--- src/rtl/sig_ins_pkg.sv ---
`timescale 1ns/1ps
package sig_ins_pkg;
    localparam int NSLOT = 32;
    localparam int NIB   = 4;
    localparam int NREG  = NSLOT / 2;
    localparam int AW    = $clog2(NREG);
    localparam int SW    = $clog2(NSLOT);

    typedef enum logic [1:0] {
        MODE_ESF = 2'd0,
        MODE_D4  = 2'd1,
        MODE_CAS = 2'd2,
        MODE_CCS = 2'd3
    } sig_mode_e;

    typedef logic [NSLOT-1:0][NIB-1:0] nib_arr_t;

    typedef struct packed {
        logic [7:0] pcm;
        logic       vld;
        logic       flag;
    } out_state_t;
endpackage

--- src/rtl/sig_regbank.sv ---
`timescale 1ns/1ps
module sig_regbank
    import sig_ins_pkg::*;
(
    input  logic            clk,
    input  logic            rst_n,
    input  logic            wr_en_i,
    input  logic [AW-1:0]   wr_addr_i,
    input  logic [7:0]      wr_data_i,
    input  logic            load_i,
    output nib_arr_t        shadow_o
);
    typedef struct packed {
        logic [NREG-1:0][7:0] bank;
        logic [NREG-1:0][7:0] shad;
    } bank_state_t;

    bank_state_t st_d, st_q;

    always_comb begin
        st_d = st_q;
        if (wr_en_i) begin
            st_d.bank[wr_addr_i] = wr_data_i;
        end
        if (load_i) begin
            st_d.shad = st_q.bank;
        end
    end

    always_ff @(posedge clk) begin
        if (!rst_n) begin
            st_q <= '0;
        end else begin
            st_q <= st_d;
        end
    end

    for (genvar k = 0; k < NREG; k++) begin : g_unpack
        assign shadow_o[2*k]   = st_q.shad[k][7:4];
        assign shadow_o[2*k+1] = st_q.shad[k][3:0];
    end
endmodule

--- src/rtl/sig_hwbuf.sv ---
`timescale 1ns/1ps
module sig_hwbuf
    import sig_ins_pkg::*;
(
    input  logic            clk,
    input  logic            rst_n,
    input  logic            valid_i,
    input  logic [SW-1:0]   slot_i,
    input  logic [NIB-1:0]  sig_i,
    output nib_arr_t        buf_o
);
    nib_arr_t buf_d, buf_q;

    always_comb begin
        buf_d = buf_q;
        if (valid_i) begin
            buf_d[slot_i] = sig_i;
        end
    end

    always_ff @(posedge clk) begin
        if (!rst_n) begin
            buf_q <= '0;
        end else begin
            buf_q <= buf_d;
        end
    end

    assign buf_o = buf_q;
endmodule

--- src/rtl/sig_merge.sv ---
`timescale 1ns/1ps
module sig_merge
    import sig_ins_pkg::*;
#(
    parameter int T1_SLOTS = 24
) (
    input  sig_mode_e        mode_i,
    input  logic [4:0]       frame_i,
    input  logic [SW-1:0]    slot_i,
    input  logic [7:0]       pcm_i,
    input  logic [NSLOT-1:0] sw_en_i,
    input  logic [NSLOT-1:0] hw_sel_i,
    input  nib_arr_t         shadow_i,
    input  nib_arr_t         hwbuf_i,
    output logic [7:0]       pcm_o
);
    localparam int LAST_T1 = T1_SLOTS - 1;

    logic [SW-1:0]  hi_idx, lo_idx;
    logic           t1_use, hi_use, lo_use;
    logic [NIB-1:0] t1_nib, hi_nib, lo_nib;

    always_comb begin
        hi_idx = slot_i;
        lo_idx = slot_i;
        if (mode_i == MODE_CAS) begin
            hi_idx = frame_i;
            lo_idx = {1'b1, frame_i[3:0]};
        end
        t1_use = sw_en_i[slot_i] | hw_sel_i[slot_i];
        t1_nib = hw_sel_i[slot_i] ? hwbuf_i[slot_i] : shadow_i[slot_i];
        hi_use = sw_en_i[hi_idx] | hw_sel_i[hi_idx];
        hi_nib = hw_sel_i[hi_idx] ? hwbuf_i[hi_idx] : shadow_i[hi_idx];
        lo_use = sw_en_i[lo_idx] | hw_sel_i[lo_idx];
        lo_nib = hw_sel_i[lo_idx] ? hwbuf_i[lo_idx] : shadow_i[lo_idx];

        pcm_o = pcm_i;
        unique case (mode_i)
            MODE_ESF, MODE_D4: begin
                if ((32'(slot_i) <= LAST_T1) && t1_use) begin
                    unique case (frame_i)
                        5'd5:    pcm_o[0] = t1_nib[3];
                        5'd11:   pcm_o[0] = t1_nib[2];
                        5'd17:   if (mode_i == MODE_ESF) pcm_o[0] = t1_nib[1];
                        5'd23:   if (mode_i == MODE_ESF) pcm_o[0] = t1_nib[0];
                        default: pcm_o = pcm_i;
                    endcase
                end
            end
            MODE_CAS: begin
                if (slot_i == 5'd16 && frame_i != 5'd0 && !frame_i[4]) begin
                    if (hi_use) pcm_o[7:4] = hi_nib;
                    if (lo_use) pcm_o[3:0] = lo_nib;
                end
            end
            default: pcm_o = pcm_i;
        endcase
    end
endmodule

--- src/rtl/sig_inserter.sv ---
`timescale 1ns/1ps
module sig_inserter
    import sig_ins_pkg::*;
(
    input  logic        clk,
    input  logic        rst_n,
    input  logic [1:0]  mode_i,
    input  logic        in_valid_i,
    input  logic        mf_start_i,
    input  logic [4:0]  frame_i,
    input  logic [4:0]  slot_i,
    input  logic [7:0]  pcm_i,
    input  logic [3:0]  sig_i,
    input  logic [31:0] sw_en_i,
    input  logic [31:0] hw_sel_i,
    input  logic        host_wr_i,
    input  logic [3:0]  host_addr_i,
    input  logic [7:0]  host_data_i,
    input  logic        flag_clr_i,
    input  logic        irq_en_i,
    output logic [7:0]  pcm_o,
    output logic        pcm_valid_o,
    output logic        mf_flag_o,
    output logic        irq_o
);
    nib_arr_t   shadow, hwbuf;
    logic [7:0] merged;
    logic       boundary;
    out_state_t st_d, st_q;

    assign boundary = in_valid_i & mf_start_i;

    sig_regbank u_bank (
        .clk       (clk),
        .rst_n     (rst_n),
        .wr_en_i   (host_wr_i),
        .wr_addr_i (host_addr_i),
        .wr_data_i (host_data_i),
        .load_i    (boundary),
        .shadow_o  (shadow)
    );

    sig_hwbuf u_hwbuf (
        .clk     (clk),
        .rst_n   (rst_n),
        .valid_i (in_valid_i),
        .slot_i  (slot_i),
        .sig_i   (sig_i),
        .buf_o   (hwbuf)
    );

    sig_merge #(.T1_SLOTS(24)) u_merge (
        .mode_i   (sig_mode_e'(mode_i)),
        .frame_i  (frame_i),
        .slot_i   (slot_i),
        .pcm_i    (pcm_i),
        .sw_en_i  (sw_en_i),
        .hw_sel_i (hw_sel_i),
        .shadow_i (shadow),
        .hwbuf_i  (hwbuf),
        .pcm_o    (merged)
    );

    always_comb begin
        st_d     = st_q;
        st_d.vld = in_valid_i;
        if (in_valid_i) begin
            st_d.pcm = merged;
        end
        if (boundary) begin
            st_d.flag = 1'b1;
        end else if (flag_clr_i) begin
            st_d.flag = 1'b0;
        end
    end

    always_ff @(posedge clk) begin
        if (!rst_n) begin
            st_q <= '0;
        end else begin
            st_q <= st_d;
        end
    end

    assign pcm_o       = st_q.pcm;
    assign pcm_valid_o = st_q.vld;
    assign mf_flag_o   = st_q.flag;
    assign irq_o       = st_q.flag & irq_en_i;
endmodule

--- config.mk ---
export PLATFORM = sky130hd
export DESIGN_NAME = sig_inserter
export DESIGN_NICKNAME = d
export VERILOG_FILES = /design/src/rtl/sig_ins_pkg.sv /design/src/rtl/sig_regbank.sv /design/src/rtl/sig_hwbuf.sv /design/src/rtl/sig_merge.sv /design/src/rtl/sig_inserter.sv
export SDC_FILE = /design/constraint.sdc
export NUM_CORES = 1
export LEC_CHECK = 0
export BUFFER_PORTS_ARGS = -buffer_cell sky130_fd_sc_hd__buf_4
export CELL_PAD_IN_SITES_DETAIL_PLACEMENT = 1
export CELL_PAD_IN_SITES_GLOBAL_PLACEMENT = 1
export CORE_UTILIZATION = 51
export DETAILED_ROUTE_END_ITERATION = 7
export GPL_ROUTABILITY_DRIVEN = 0
export PLACE_DENSITY_LB_ADDON = 0.25
export SLEW_MARGIN = 30
export SYNTH_ARGS = -nofsm -noshare
export SYNTH_HDL_FRONTEND = slang
export SYNTH_SLANG_ARGS = --single-unit
--- constraint.sdc ---
create_clock -name clk -period 5.5 [get_ports clk]
set_input_delay 0 -clock clk [delete_from_list [all_inputs] [get_ports clk]]
set_output_delay 0 -clock clk [all_outputs]
set_load 0.05 [all_outputs]
* Word-level counts from Yosys, hierarchy flattened
Cells that the tools add are included.
Word-level totals: input bits 107, bits in registers 394, word-level logic and storage cells 141, output and inout bits 11
Cells by class: magnitude comparators 7, mux-type cells 45, reductions and logical operators 10, eq/ne operators 7, bitwise gates (word level) 5
Operators by type and width (count):
- bitwise mux 128 bit | 2
- binary-select mux 4 bit (select 5 bit) | 6
- two-way mux 4 bit | 12
- demux 8 bit (select 4 bit) | 1
- binary-select mux 1 bit (select 5 bit) | 6
- demux 4 bit (select 5 bit) | 1
- less-than comparator 5 x 6 -> 1 bit (second input constant) | 3
- two-way mux 8 bit | 2
- case mux 8 bit (2 select lines) | 1
- equality test 5 bit (second input constant) | 3
- two-way mux 1 bit | 11
- two-way mux 5 bit | 2
- equality test 5 x 3 -> 1 bit (second input constant) | 1
- equality test 5 x 4 -> 1 bit (second input constant) | 1
- >= comparator 5 x 1 -> 1 bit (second input constant) | 1
- less-or-equal comparator 5 bit (second input constant) | 1
- logical AND 1 bit | 5
- less-than comparator 4 x 5 -> 1 bit (second input constant) | 1
- nonzero test 5 bit | 1
- >= comparator 4 x 1 -> 1 bit (second input constant) | 1
- case mux 1 bit (4 select lines) | 1
- OR 1 bit | 3
- bitwise AND 1 bit | 2
- equality test 2 x 1 -> 1 bit (second input constant) | 1
- other kinds (5) | 5

* Depth between registers and ports, before layout
Gate-level depths: netlist (run 1).
depth after elaboration 8, depth in mapped cells 14, gate-level depth less buffers 8

* Hierarchy
From an unflattened synthesis (run 1), not the netlist that was laid out.
Second synthesis, totals: cells, all modules 2254, area total of the unflattened synthesis 21619.5 um^2
Modules (own cells, without submodules):
- sig_regbank | times used 1, seq. area each 5124.9 um^2, cells an instance 985, area an instance 10378.7 um^2
- sig_merge | times used 1, seq. area each 0.0 um^2, cells an instance 771, area an instance 6102.1 um^2
- sig_hwbuf | times used 1, seq. area each 2562.5 um^2, cells an instance 466, area an instance 4760.8 um^2
- sig_inserter | times used 1, seq. area each 200.2 um^2, cells an instance 32, area an instance 377.9 um^2

* Worst setup path before layout (run 1)
No wires, ideal clock.
path type input -> register, start input mode_i[1], end register st_q (netlist bit pcm_o[7]), stages 11, buffers on the path 3, data required time 5.367 ns, setup time 0.133 ns, setup slack 3.298 ns, arrival time 2.069 ns, cell sequence buf_6 -> nor2b_4 -> buf_6 -> o21ai_4 -> buf_6 -> mux4_2 -> a22o_1 -> a21oi_1 -> nor3_1 -> nor4_2 -> o221ai_1
On the way: word-level cells in the longest chain between the ends 8, elaborated cells on any way between the ends 18, classes of those cells 2 x eq/ne; 13 x mux; 1 x bitwise; 2 x reduce/logical
RTL lines:
- start, declared | line sig_inserter.sv:7 | input logic [1:0] mode_i,
- equality test 2 bit | line sig_merge.sv:26, sig_merge.sv:38
- two-way mux 5 bit | line sig_merge.sv:26 | if (mode_i == MODE_CAS) begin
- binary-select mux 4 bit (select 5 bit), or another cell as far along | line sig_merge.sv:33 | hi_nib = hw_sel_i[hi_idx] ? hwbuf_i[hi_idx] : shadow_i[hi_idx];
- two-way mux 4 bit (not written as such), or another cell as far along | line sig_merge.sv:33
- two-way mux 4 bit / OR 1 bit (equally long branches) | line sig_merge.sv:33, sig_merge.sv:32
- two-way mux 4 bit | line sig_merge.sv:52 | if (hi_use) pcm_o[7:4] = hi_nib;
- two-way mux 8 bit | line sig_merge.sv:51 | if (slot_i == 5'd16 && frame_i != 5'd0 && !frame_i[4]) begin
- case mux 8 bit (2 select lines) * | line sig_merge.sv:38 | unique case (mode_i)
- end signal, assigned | line sig_inserter.sv:81 | st_q <= st_d;
- end, declared | line sig_inserter.sv:29 | out_state_t st_d, st_q;
Mark *: on every way between the ends. The rest lies on a longest branch, timed or not. The select of a mux whose other input is x is not followed. A chain may end at the register's enable or synchronous reset.

* Worst setup path after layout (run 1)
start input mode_i[1], end register st_q (netlist bit pcm_o[3])
On the way: word-level cells in the longest chain between the ends 8, elaborated cells on any way between the ends 18, classes of those cells 2 x eq/ne; 13 x mux; 1 x bitwise; 2 x reduce/logical
RTL lines:
- equality test 2 bit | line sig_merge.sv:26, sig_merge.sv:38
- two-way mux 5 bit | line sig_merge.sv:26
- binary-select mux 4 bit (select 5 bit), or another cell as far along | line sig_merge.sv:35 | lo_nib = hw_sel_i[lo_idx] ? hwbuf_i[lo_idx] : shadow_i[lo_idx];
- two-way mux 4 bit (not written as such), or another cell as far along | line sig_merge.sv:35
- two-way mux 4 bit / OR 1 bit (equally long branches) | line sig_merge.sv:35, sig_merge.sv:34
- two-way mux 4 bit | line sig_merge.sv:53 | if (lo_use) pcm_o[3:0] = lo_nib;
- two-way mux 8 bit | line sig_merge.sv:51
- case mux 8 bit (2 select lines) * | line sig_merge.sv:38
Marked as above.

==> flow_summary.toml, run 1 <==
[cts]
cts_buffers = 45
h-tree-depth = 2
cts.sinks = 394
cts-root-buf = "clkbuf_16"
cts_tree = "built"
cts_buffer_depth = 3
cts_resized = 0
clk_pin_slew_ns = 0.06
worstSkewPairLatency_ns = 0.61

[setup_path]
worst-path-buf-inv = 4
r2r_start = "u_bank.shadow_o[70]"
cpPeakStageDelay_ns = 0.88
critPathMaxFanout = 13
cp-start-kind = "input pin"
worstSetupPathType = "input pin to register"
rrSetupSlack_ns = 2.07
cp-end-kind = "register"
cp.required_ns = 6.05
cpLargestDelayFamily = "simple AND/OR/NAND/NOR gates"
cp_slowest_cell = "nor4_1"
timing.rr.end = "pcm_o[0]"
cp_cell_sequence = "dlygate4sd3_1, buf_4, nand2b_1, mux2i_1, buf_4, a211oi_1, nor4_1, nor2_1, a21boi_0, o21ai_0, o21ai_1, dlygate4sd3_1"
cp.arrival_ns = 4.94
r2r_cells = 9

[layout]
insertedDiodeCount = 0
syn2layout_area_growth_pct = 11.9
fin_nets = 2554
fillers = 4756
register_area_mm2 = 0.00789
multiInputGateArea_mm2 = 0.0128
layout.cells.non_filler = 3021
drive_above_1_share_pct = 11.8
final_util_pct = 57.8

[synth]
ys_ff_latch = 394
synth_edf_count = 0
synth_seq_area_share_pct = 36.4
ys_warn_count = 0
avgSynthCellArea_um2 = 8.89
syn_inst = 2437
synth_ff_type = "dfxtp_1"
synthArstFlopShare_pct = 0
synth_cell_type_count = 79
syn-cell-area_mm2 = 0.0217
synth_nets = 2544

[timing]
fmax_mhz = 227
fin_ws_ns = 1.10
slew_headroom_pct = 27.5
hold_slack_ns = 0.124
period_needed_ns = 4.40
final.period_utilization_pct = 80.0
finalSetupViolCount = 0
max_slew.worst_pin.slew_ns = 1.08
finalHoldViolations = 0
fin_tns_setup_ns = 0
rsz0062_at_grt = "false"
fin_worst_skew_ns = 0.0240
finalMaxSlewViolations = 0

[place]
numPortBuffers = 117
hpwlAfterDp_mm = 57.4
dpl_worst_slack_ns = 1.97
dp_cells = 2911

[routing]
vias = 20300
vias_per_cell = 6.72
wl_per_cell_um = 28.6
drtIter0Drc = 2182
first_pass_iters = 6
ant_nets = 0
drc = 0
wirelength_mm = 86.5

[grt]
grt_usage_pct = 39.3
grt_max_degree = 227
grt-ovfl-total = 0
grt_pass1_vias = 21000
antenna_found_initial = 2
grt_pass1_wl_mm = 130

[worst_hold_path]
hold_start = "mf_start_i"
hold_end = "u_bank.shadow_o[89]"
hold_class = "input pin to register"
hold_path_depth = 4

[floorplanning]
die_h_um = 208
fp.dieW_um = 208
initial_core_util_pct = 51.7
dieArea_mm2 = 0.0433
io_pins = 118
fp.coreArea_mm2 = 0.0419
row_count = 75

[status]
status = "completed"

[job]
cap_viol_max_count = 0

[pwr]
powerDensity_mw_per_mm2 = 279
p_leak_nw = 8.81
ir_drop_mv = 0.406
[registers in the layout (all words and copies together), names as in the netlist]
register and flops:
u_bank.shadow_o 128, u_bank.st_q 128, u_hwbuf.buf_o 128, pcm_o 8, mf_flag_o 1, pcm_valid_o 1
[per-layer routing]
layer / vias up / global-route usage, % / wire [um]
li1: 8740 / - / -
met4: 4 / 24.8 / 6250
met2: 1107 / 63.3 / 39300
met3: 394 / 10.3 / 7900
met1: 10100 / 46.7 / 33000
met5: - / 0 / 27
[synthesized netlist by cell type, drive strengths merged (6+ instances only)]
cell type | number | area share (%)
a211oi | 55 | 1.9
mux4 | 27 | 2.8
nand3b | 7 | 0.26
a22o | 6 | 0.24
a21boi | 207 | 7.2
nand2b | 13 | 0.38
inv | 10 | 0.17
mux2i | 382 | 18
nor4 | 26 | 0.95
o22ai | 72 | 2.1
a32oi | 10 | 0.40
o211ai | 9 | 0.31
or3 | 8 | 0.23
a31oi | 10 | 0.29
nand3 | 111 | 2.6
o21ai | 29 | 0.72
clkbuf | 133 | 2.3
nand4 | 25 | 0.75
a22oi | 6 | 0.21
o211a | 39 | 1.8
o221ai | 6 | 0.24
nor2 | 47 | 0.83
buf | 76 | 2.5
nor3 | 12 | 0.30
nor2b | 187 | 5.4
dfxtp | 394 | 36
a21oi | 11 | 0.27
nand2 | 457 | 7.9
[placed cells by master, fill, tap and decap left out, types with 39 or more instances in the layout]
cell type,synthesis,layout
nand2_1,457,456
dfxtp_1,394,394
mux2i_1,380,379
a21boi_0,206,206
nor2b_1,186,185
buf_4,14,139
nand3_1,109,109
o22ai_1,72,72
a211oi_1,54,54
clkbuf_16,0,46
nor2_1,46,40
o211a_1,39,39
[stage by stage]
stage	area [um2]	power (W)
2_1_floorplan	21700	0.00350
3_3_place_gp	22500	0.00377
3_5_place_dp	22500	0.00379
4_1_cts	24200	0.00672
5_1_grt	24300	0.00692
6_report	24300	0.00676
[power breakdown]
group          internal (W)  leakage (nW)  switching, W
clock               0.00168         0.716       0.00131
sequential          0.00288          3.18     0.0000255
combinational      0.000309          4.91      0.000563
[cells by family (layout without fill, tap and decap cells)]
logic type | Yosys count | in the layout | share of synthesized area, %
and+or+nand+nor | 930 | 930 | 21.2
AOI/OAI and AO/OA | 479 | 479 | 16.6
muxes | 414 | 414 | 20.8
DFF | 394 | 394 | 36.4
buffers and inverters | 220 | 265 | 4.97
[tightest hold or removal path, stage by stage]
cell      delay (ns)
buf_4           0.12
and2_4          0.33
nand2_1         0.14
a21boi_0        0.06
[worst max path at each step]
stage	startpoint	endpoint	slack, ns	depth (start not counted)
after floorplan	mode_i[1]	pcm_o[7]	3.30	11
after global placement	mode_i[0]	pcm_o[5]	2.18	10
after detailed placement	mode_i[0]	pcm_o[5]	1.97	10
after CTS	mode_i[1]	pcm_o[3]	1.61	12
after global routing	mode_i[1]	pcm_o[3]	1.01	12
final	mode_i[1]	pcm_o[3]	1.10	12
[area by class of cell]
| class | instances | area share, % |
|---|---|---|
| clock inverter | 18 | 0.578 |
| timing repair buffer | 172 | 5.82 |
| inverter | 11 | 0.170 |
| tap | 539 | 2.78 |
| multi-input combinational | 1823 | 52.7 |
| sequential | 394 | 32.5 |
| clock buffer | 64 | 5.40 |
[repair_timing]
item | CTS | global route
setup buffers | 0 | 0
hold buffers | 28 | 0
hold endpoints to repair | 260 | 0
Power figures use the tool's default switching activity.
==> inputs of run 2 (changes only) <==
Settings changed: CORE_UTILIZATION 51 to 43.
Clock period 5.5 ns to 3.7 ns, I/O delays scaled along.
==> run 2 against run 1 <==
Clock power up 43%. Worst hold slack gained 0.017 ns. Register-to-register slack worse by 1.3 ns. Clock-buffer cell count is 1 lower. Wire length hardly changed. Sequential power is 48% higher. Utilization is 7.8 points lower. Global-route usage down 6.0 points. Clock skew barely moved. Sequential share of layout area fell by 0.58 points. Flip-flop and latch count unchanged. Combinational power grew 54%. Critical path type unchanged. Critical endpoint is now pcm_o[0]. Largest cell class unchanged.
==> flow_summary.toml, run 2 (synthesis gave the netlist of run 1 again) <==
[status]
status = "completed"

[floorplanning]
io_pins = 118
die_h_um = 227
dieArea_mm2 = 0.0513
fp.coreArea_mm2 = 0.0494
fp.dieW_um = 227
row_count = 81
initial_core_util_pct = 43.9

[routing]
drt-met1-wl_mm = 34.7
drtIter0Drc = 2283
vias_per_cell = 6.24
met2_length_mm = 39.6
top_layer = "met5"
wirelength_mm = 86.4
first_pass_iters = 6
dr_wl_met3_mm = 7.02
ant_nets = 0
vias = 19800
wl_per_cell_um = 27.2
drc = 0

[place]
numPortBuffers = 117
hpwlAfterDp_mm = 59.6

[grt]
grt_pass1_vias = 20400
grt_max_degree = 174
grt_pass1_wl_mm = 128
grt_usage_pct = 33.3
antenna_found_initial = 2
grt-ovfl-total = 0

[setup_path]
cpPeakStageDelay_ns = 0.92
cp_cell_sequence = "buf_4, nand4bb_1, o22ai_1, nor4_1, buf_4, nand4_1, o211ai_1, a2111oi_0, o221ai_1, o211ai_1, dlygate4sd3_1"
r2r_start = "u_bank.shadow_o[14]"
r2r_cells = 10
cp-end-kind = "register"
crit_end = "pcm_o[0]"
worst-path-buf-inv = 3
timing.rr.end = "pcm_o[0]"
cp.depth = 11
cp_slowest_cell = "nand4bb_1"
cp.arrival_ns = 4.00
critPathMaxFanout = 39
cp-start-kind = "input pin"
crit_start = "slot_i[0]"
worstSetupPathType = "input pin to register"
cpLargestDelayFamily = "compound AO/OA/AOI/OAI gates"
cp.required_ns = 4.23
rrSetupSlack_ns = 0.80

[cts]
cts_buffer_depth = 3
cts_tree = "built"
h-tree-depth = 2
cts-root-buf = "clkbuf_16"
worstSkewPairLatency_ns = 0.58
clk_pin_slew_ns = 0.07
cts.sinks = 394
cts_buffers = 43

[worst_hold_path]
hold_class = "input pin to register"

[layout]
final_common_cell = "nand2_1"
final_util_pct = 50.0
insertedDiodeCount = 0
fin_nets = 2594
drive_above_1_share_pct = 12.8
syn2layout_area_growth_pct = 13.9
layout_common_cells = "nand2_1, dfxtp_1, mux2i_1"

[pwr]
p_leak_nw = 8.96
ir_drop_mv = 0.367
powerDensity_mw_per_mm2 = 402

[timing]
fin_worst_skew_ns = 0.0236
fin_tns_setup_ns = 0
max_slew.worst_pin.slew_ns = 1.05
finalMaxSlewViolations = 0
finalHoldViolations = 0
final.period_utilization_pct = 93.8
fmax_mhz = 288
period_needed_ns = 3.47
finalSetupViolCount = 0
rsz0062_at_grt = "false"
slew_headroom_pct = 29.5

[job]
cap_viol_max_count = 0
[run 2: changes by cell type in the layout (fill, tap and decap cells not counted), sizes merged]
cell / before / now
bufinv: 0 / 2
buf: 142 / 184
clkinv: 13 / 6
clkbuf: 66 / 65
inv: 14 / 11
clkinvlp: 2 / 4
[run 2: worst min-delay path by stage]
stage               slack, ns          endpoint  depth (start not counted)      startpoint
floorplan                0.17  u_bank.st_q[152]                          2  host_data_i[0]
global placement         0.28         mf_flag_o                          3      flag_clr_i
detailed placement       0.29         mf_flag_o                          3      flag_clr_i
CTS                      0.11          pcm_o[4]                          6      frame_i[4]
global route             0.17  u_bank.st_q[176]                          5  host_addr_i[1]
finish                   0.14          pcm_o[4]                          6      frame_i[4]
[run 2: per-layer routing]
metal | GRT usage, % | vias to the layer above
li1 | - | 8798
met1 | 41.6 | 9814
met2 | 53.6 | 920
met3 | 6.61 | 309
met4 | 18.7 | 4
met5 | 0 | -
[run 2: final cells by class]
| class | count | area (um2) |
|---|---|---|
| clock buffers | 63 | 1230 |
| well taps | 664 | 831 |
| flip-flops and latches | 394 | 7890 |
| multi-input cells | 1823 | 12800 |
| clock inverters | 12 | 135 |
| inverters | 11 | 41.3 |
| fillers | 5713 | 24700 |
| repair buffers | 214 | 1790 |
[run 2: worst min-delay path: stages]
cell,delay (ns)
buf_4,0.12
a2111oi_0,0.06
nand2_1,0.16
a311o_1,0.20
a31oi_1,0.09
o21ai_1,0.06
[run 2: metrics by stage]
step	cells	area (um2)	total power [W]	worst slack [ns]	hold slack, ns
4_1_cts	3176	24600	0.00992	0.171	0.110
3_3_place_gp	3073	23000	0.00565	0.594	0.282
6_report	3181	24700	0.00992	0.228	0.141
2_1_floorplan	2437	21700	0.00521	1.50	0.169
5_1_grt	3181	24700	0.0102	0.114	0.173
3_5_place_dp	3073	23000	0.00568	0.432	0.289
[run 2: repair_timing]
item	4_1_cts	5_1_grt
hold endpoints to repair	263	0
buffers inserted	0	5
resized for setup	0	1
hold buffers	28	0
setup endpoints to repair	0	3
[run 2: where the power goes]
| group | switching, W | leakage (nW) | internal (W) |
|---|---|---|---|
| Clock | 0.00181 | 0.657 | 0.00245 |
| Sequential | 0.0000348 | 3.18 | 0.00428 |
| Combinational | 0.000855 | 5.13 | 0.000488 |
| Total | 0.00270 | 8.96 | 0.00722 |
==> inputs of run 3 (changes only) <==
Settings changed: MAX_ROUTING_LAYER from default to met4.
==> run 3 against run 2 <==
Combinational power hardly changed. Utilization hardly changed. Clock power hardly changed. Largest cell class unchanged. Critical endpoint unchanged. Non-clock buffer count stayed put. Maximum frequency is 0.25% higher. Sequential power hardly changed. Clock-buffer cell count stayed put. Register-to-register slack worse by 0.04 ns. Clock skew hardly changed. Wire length hardly changed. Highest routed layer is now met4. First-iteration DRC count is 1.1% lower. Die area stayed put.
==> flow_summary.toml, run 3 (synthesis gave the netlist of run 1 again) <==
[status]
status = "completed"

[grt]
grt-ovfl-total = 0
grt_pass1_wl_mm = 128
grt_pass1_vias = 20300
grt_usage_pct = 34.3
grt_max_degree = 174
antenna_found_initial = 2

[pwr]
swShare_pct = 27.2
p_clk_share_pct = 42.9
p_leak_nw = 8.96
p_sw_w = 0.00270
cellInternalPower_w = 0.00722
ir_drop_mv = 0.367
seqPwrFrac_pct = 43.5
powerDensity_mw_per_mm2 = 402
power_frac_comb_pct = 13.5

[cts]
cts.sinks = 394
cts_tree = "built"
clk_pin_slew_ns = 0.07
cts_buffers = 43
h-tree-depth = 2
worstSkewPairLatency_ns = 0.59
cts-root-buf = "clkbuf_16"
cts_buffer_depth = 3

[layout]
register_area_mm2 = 0.00789
final_util_pct = 50.0
drive_above_1_share_pct = 12.8
fin_nets = 2594
layout_common_cells = "nand2_1, dfxtp_1, mux2i_1"
syn2layout_area_growth_pct = 13.9
fillers = 5714
final_common_cell = "nand2_1"
multiInputGateArea_mm2 = 0.0128

[timing]
fin_tns_setup_ns = 0
fmax_mhz = 289
slew_headroom_pct = 32.3
finalHoldViolations = 0
fin_ws_ns = 0.237
max_slew.worst_pin.slew_ns = 1.01
final.period_utilization_pct = 93.6
finalMaxSlewViolations = 0
fin_worst_skew_ns = 0.0241
hold_slack_ns = 0.151
rsz0062_at_grt = "false"
period_needed_ns = 3.46
finalSetupViolCount = 0

[floorplanning]
io_pins = 118
row_count = 81
initial_core_util_pct = 43.9
die_h_um = 227
fp.coreArea_mm2 = 0.0494
fp.dieW_um = 227
dieArea_mm2 = 0.0513

[routing]
vias_per_cell = 6.28
first_pass_iters = 7
vias = 20000
drtIter0Drc = 2257
wl_per_cell_um = 27.2
wirelength_mm = 86.4
ant_nets = 0
drc = 0

[setup_path]
cp_slowest_cell = "or4b_1"
cp_cell_sequence = "buf_4, or4b_1, o22ai_1, nor4_4, and2_1, o211ai_1, a2111oi_0, o221ai_1, o211ai_1, dlygate4sd3_1"
cp.required_ns = 4.23
cp_common_cell = "o211ai_1"
cp.arrival_ns = 3.99
cpPeakStageDelay_ns = 0.77
cp-end-kind = "register"
critPathMaxFanout = 39
worstSetupPathType = "input pin to register"
cp-start-kind = "input pin"

[place]
numPortBuffers = 117
hpwlAfterDp_mm = 59.6
dpl_worst_slack_ns = 0.432

[worst_hold_path]
hold_class = "input pin to register"

[job]
cap_viol_max_count = 0
## run 3: cell types whose count changed in the layout (fill, tap and decap cells not counted)
cell / delta
diode_2: +2
## run 3: through the flow
stage          instance area, um2  cells  power, W
3_5_place_dp                23000   3073   0.00568
6_report                    24700   3183   0.00992
5_1_grt                     24700   3183    0.0102
3_3_place_gp                23000   3073   0.00565
4_1_cts                     24600   3176   0.00992
2_1_floorplan               21700   2437   0.00521
## run 3: repair_timing
| item | 4_1_cts | 5_1_grt |
|---|---|---|
| hold endpoints to repair | 263 | 0 |
| endpoints found under the setup margin | 0 | 3 |
| buffers inserted | 0 | 5 |
| resized for setup | 0 | 1 |
| hold buffers | 28 | 0 |
## run 3: critical path, delay by kind of cell
family	cells	cell delay [ns]
simple gates	3	1.62
compound gates	5	1.29
buf+inv	2	1.04
## run 3: path summary, 6_finish.rpt
| path | startpoint | end | slack (ns) | cells after the start |
|---|---|---|---|---|
| max reg2reg | u_bank.shadow_o[14] | pcm_o[0] | 0.76 | 10 |
| min reg2reg | u_bank.st_q[169] | u_bank.shadow_o[45] | 0.46 | 2 |
| min | host_addr_i[3] | u_bank.st_q[158] | 0.15 | 5 |
| max | slot_i[0] | pcm_o[0] | 0.24 | 10 |
## run 3: per-layer routing
layer	up-vias	share of wire (%)	track usage, %
met4	0	5.8	18.7
li1	8800	-	-
met5	-	0	-
met2	955	46	53.5
met3	313	7.7	6.54
met1	9911	41	41.7
## run 3: cell type report
class,count,share of cell area (%)
Multi-Input combinational cell,1823,51.7
Timing Repair Buffer,214,7.25
Clock buffer,63,4.99
Antenna cell,2,0.0203
Inverter,11,0.167
Clock inverter,12,0.547
Sequential cell,394,31.9
Tap cell,664,3.36
## run 3: power groups by stage
stage,clock [W],sequential [W],combinational (W)
after floorplan,0,0.00442,0.000791
after global placement,0,0.00441,0.00124
after detailed placement,0,0.00441,0.00127
after CTS,0.00431,0.00432,0.00130
after global routing,0.00449,0.00432,0.00139
final,0.00426,0.00432,0.00134
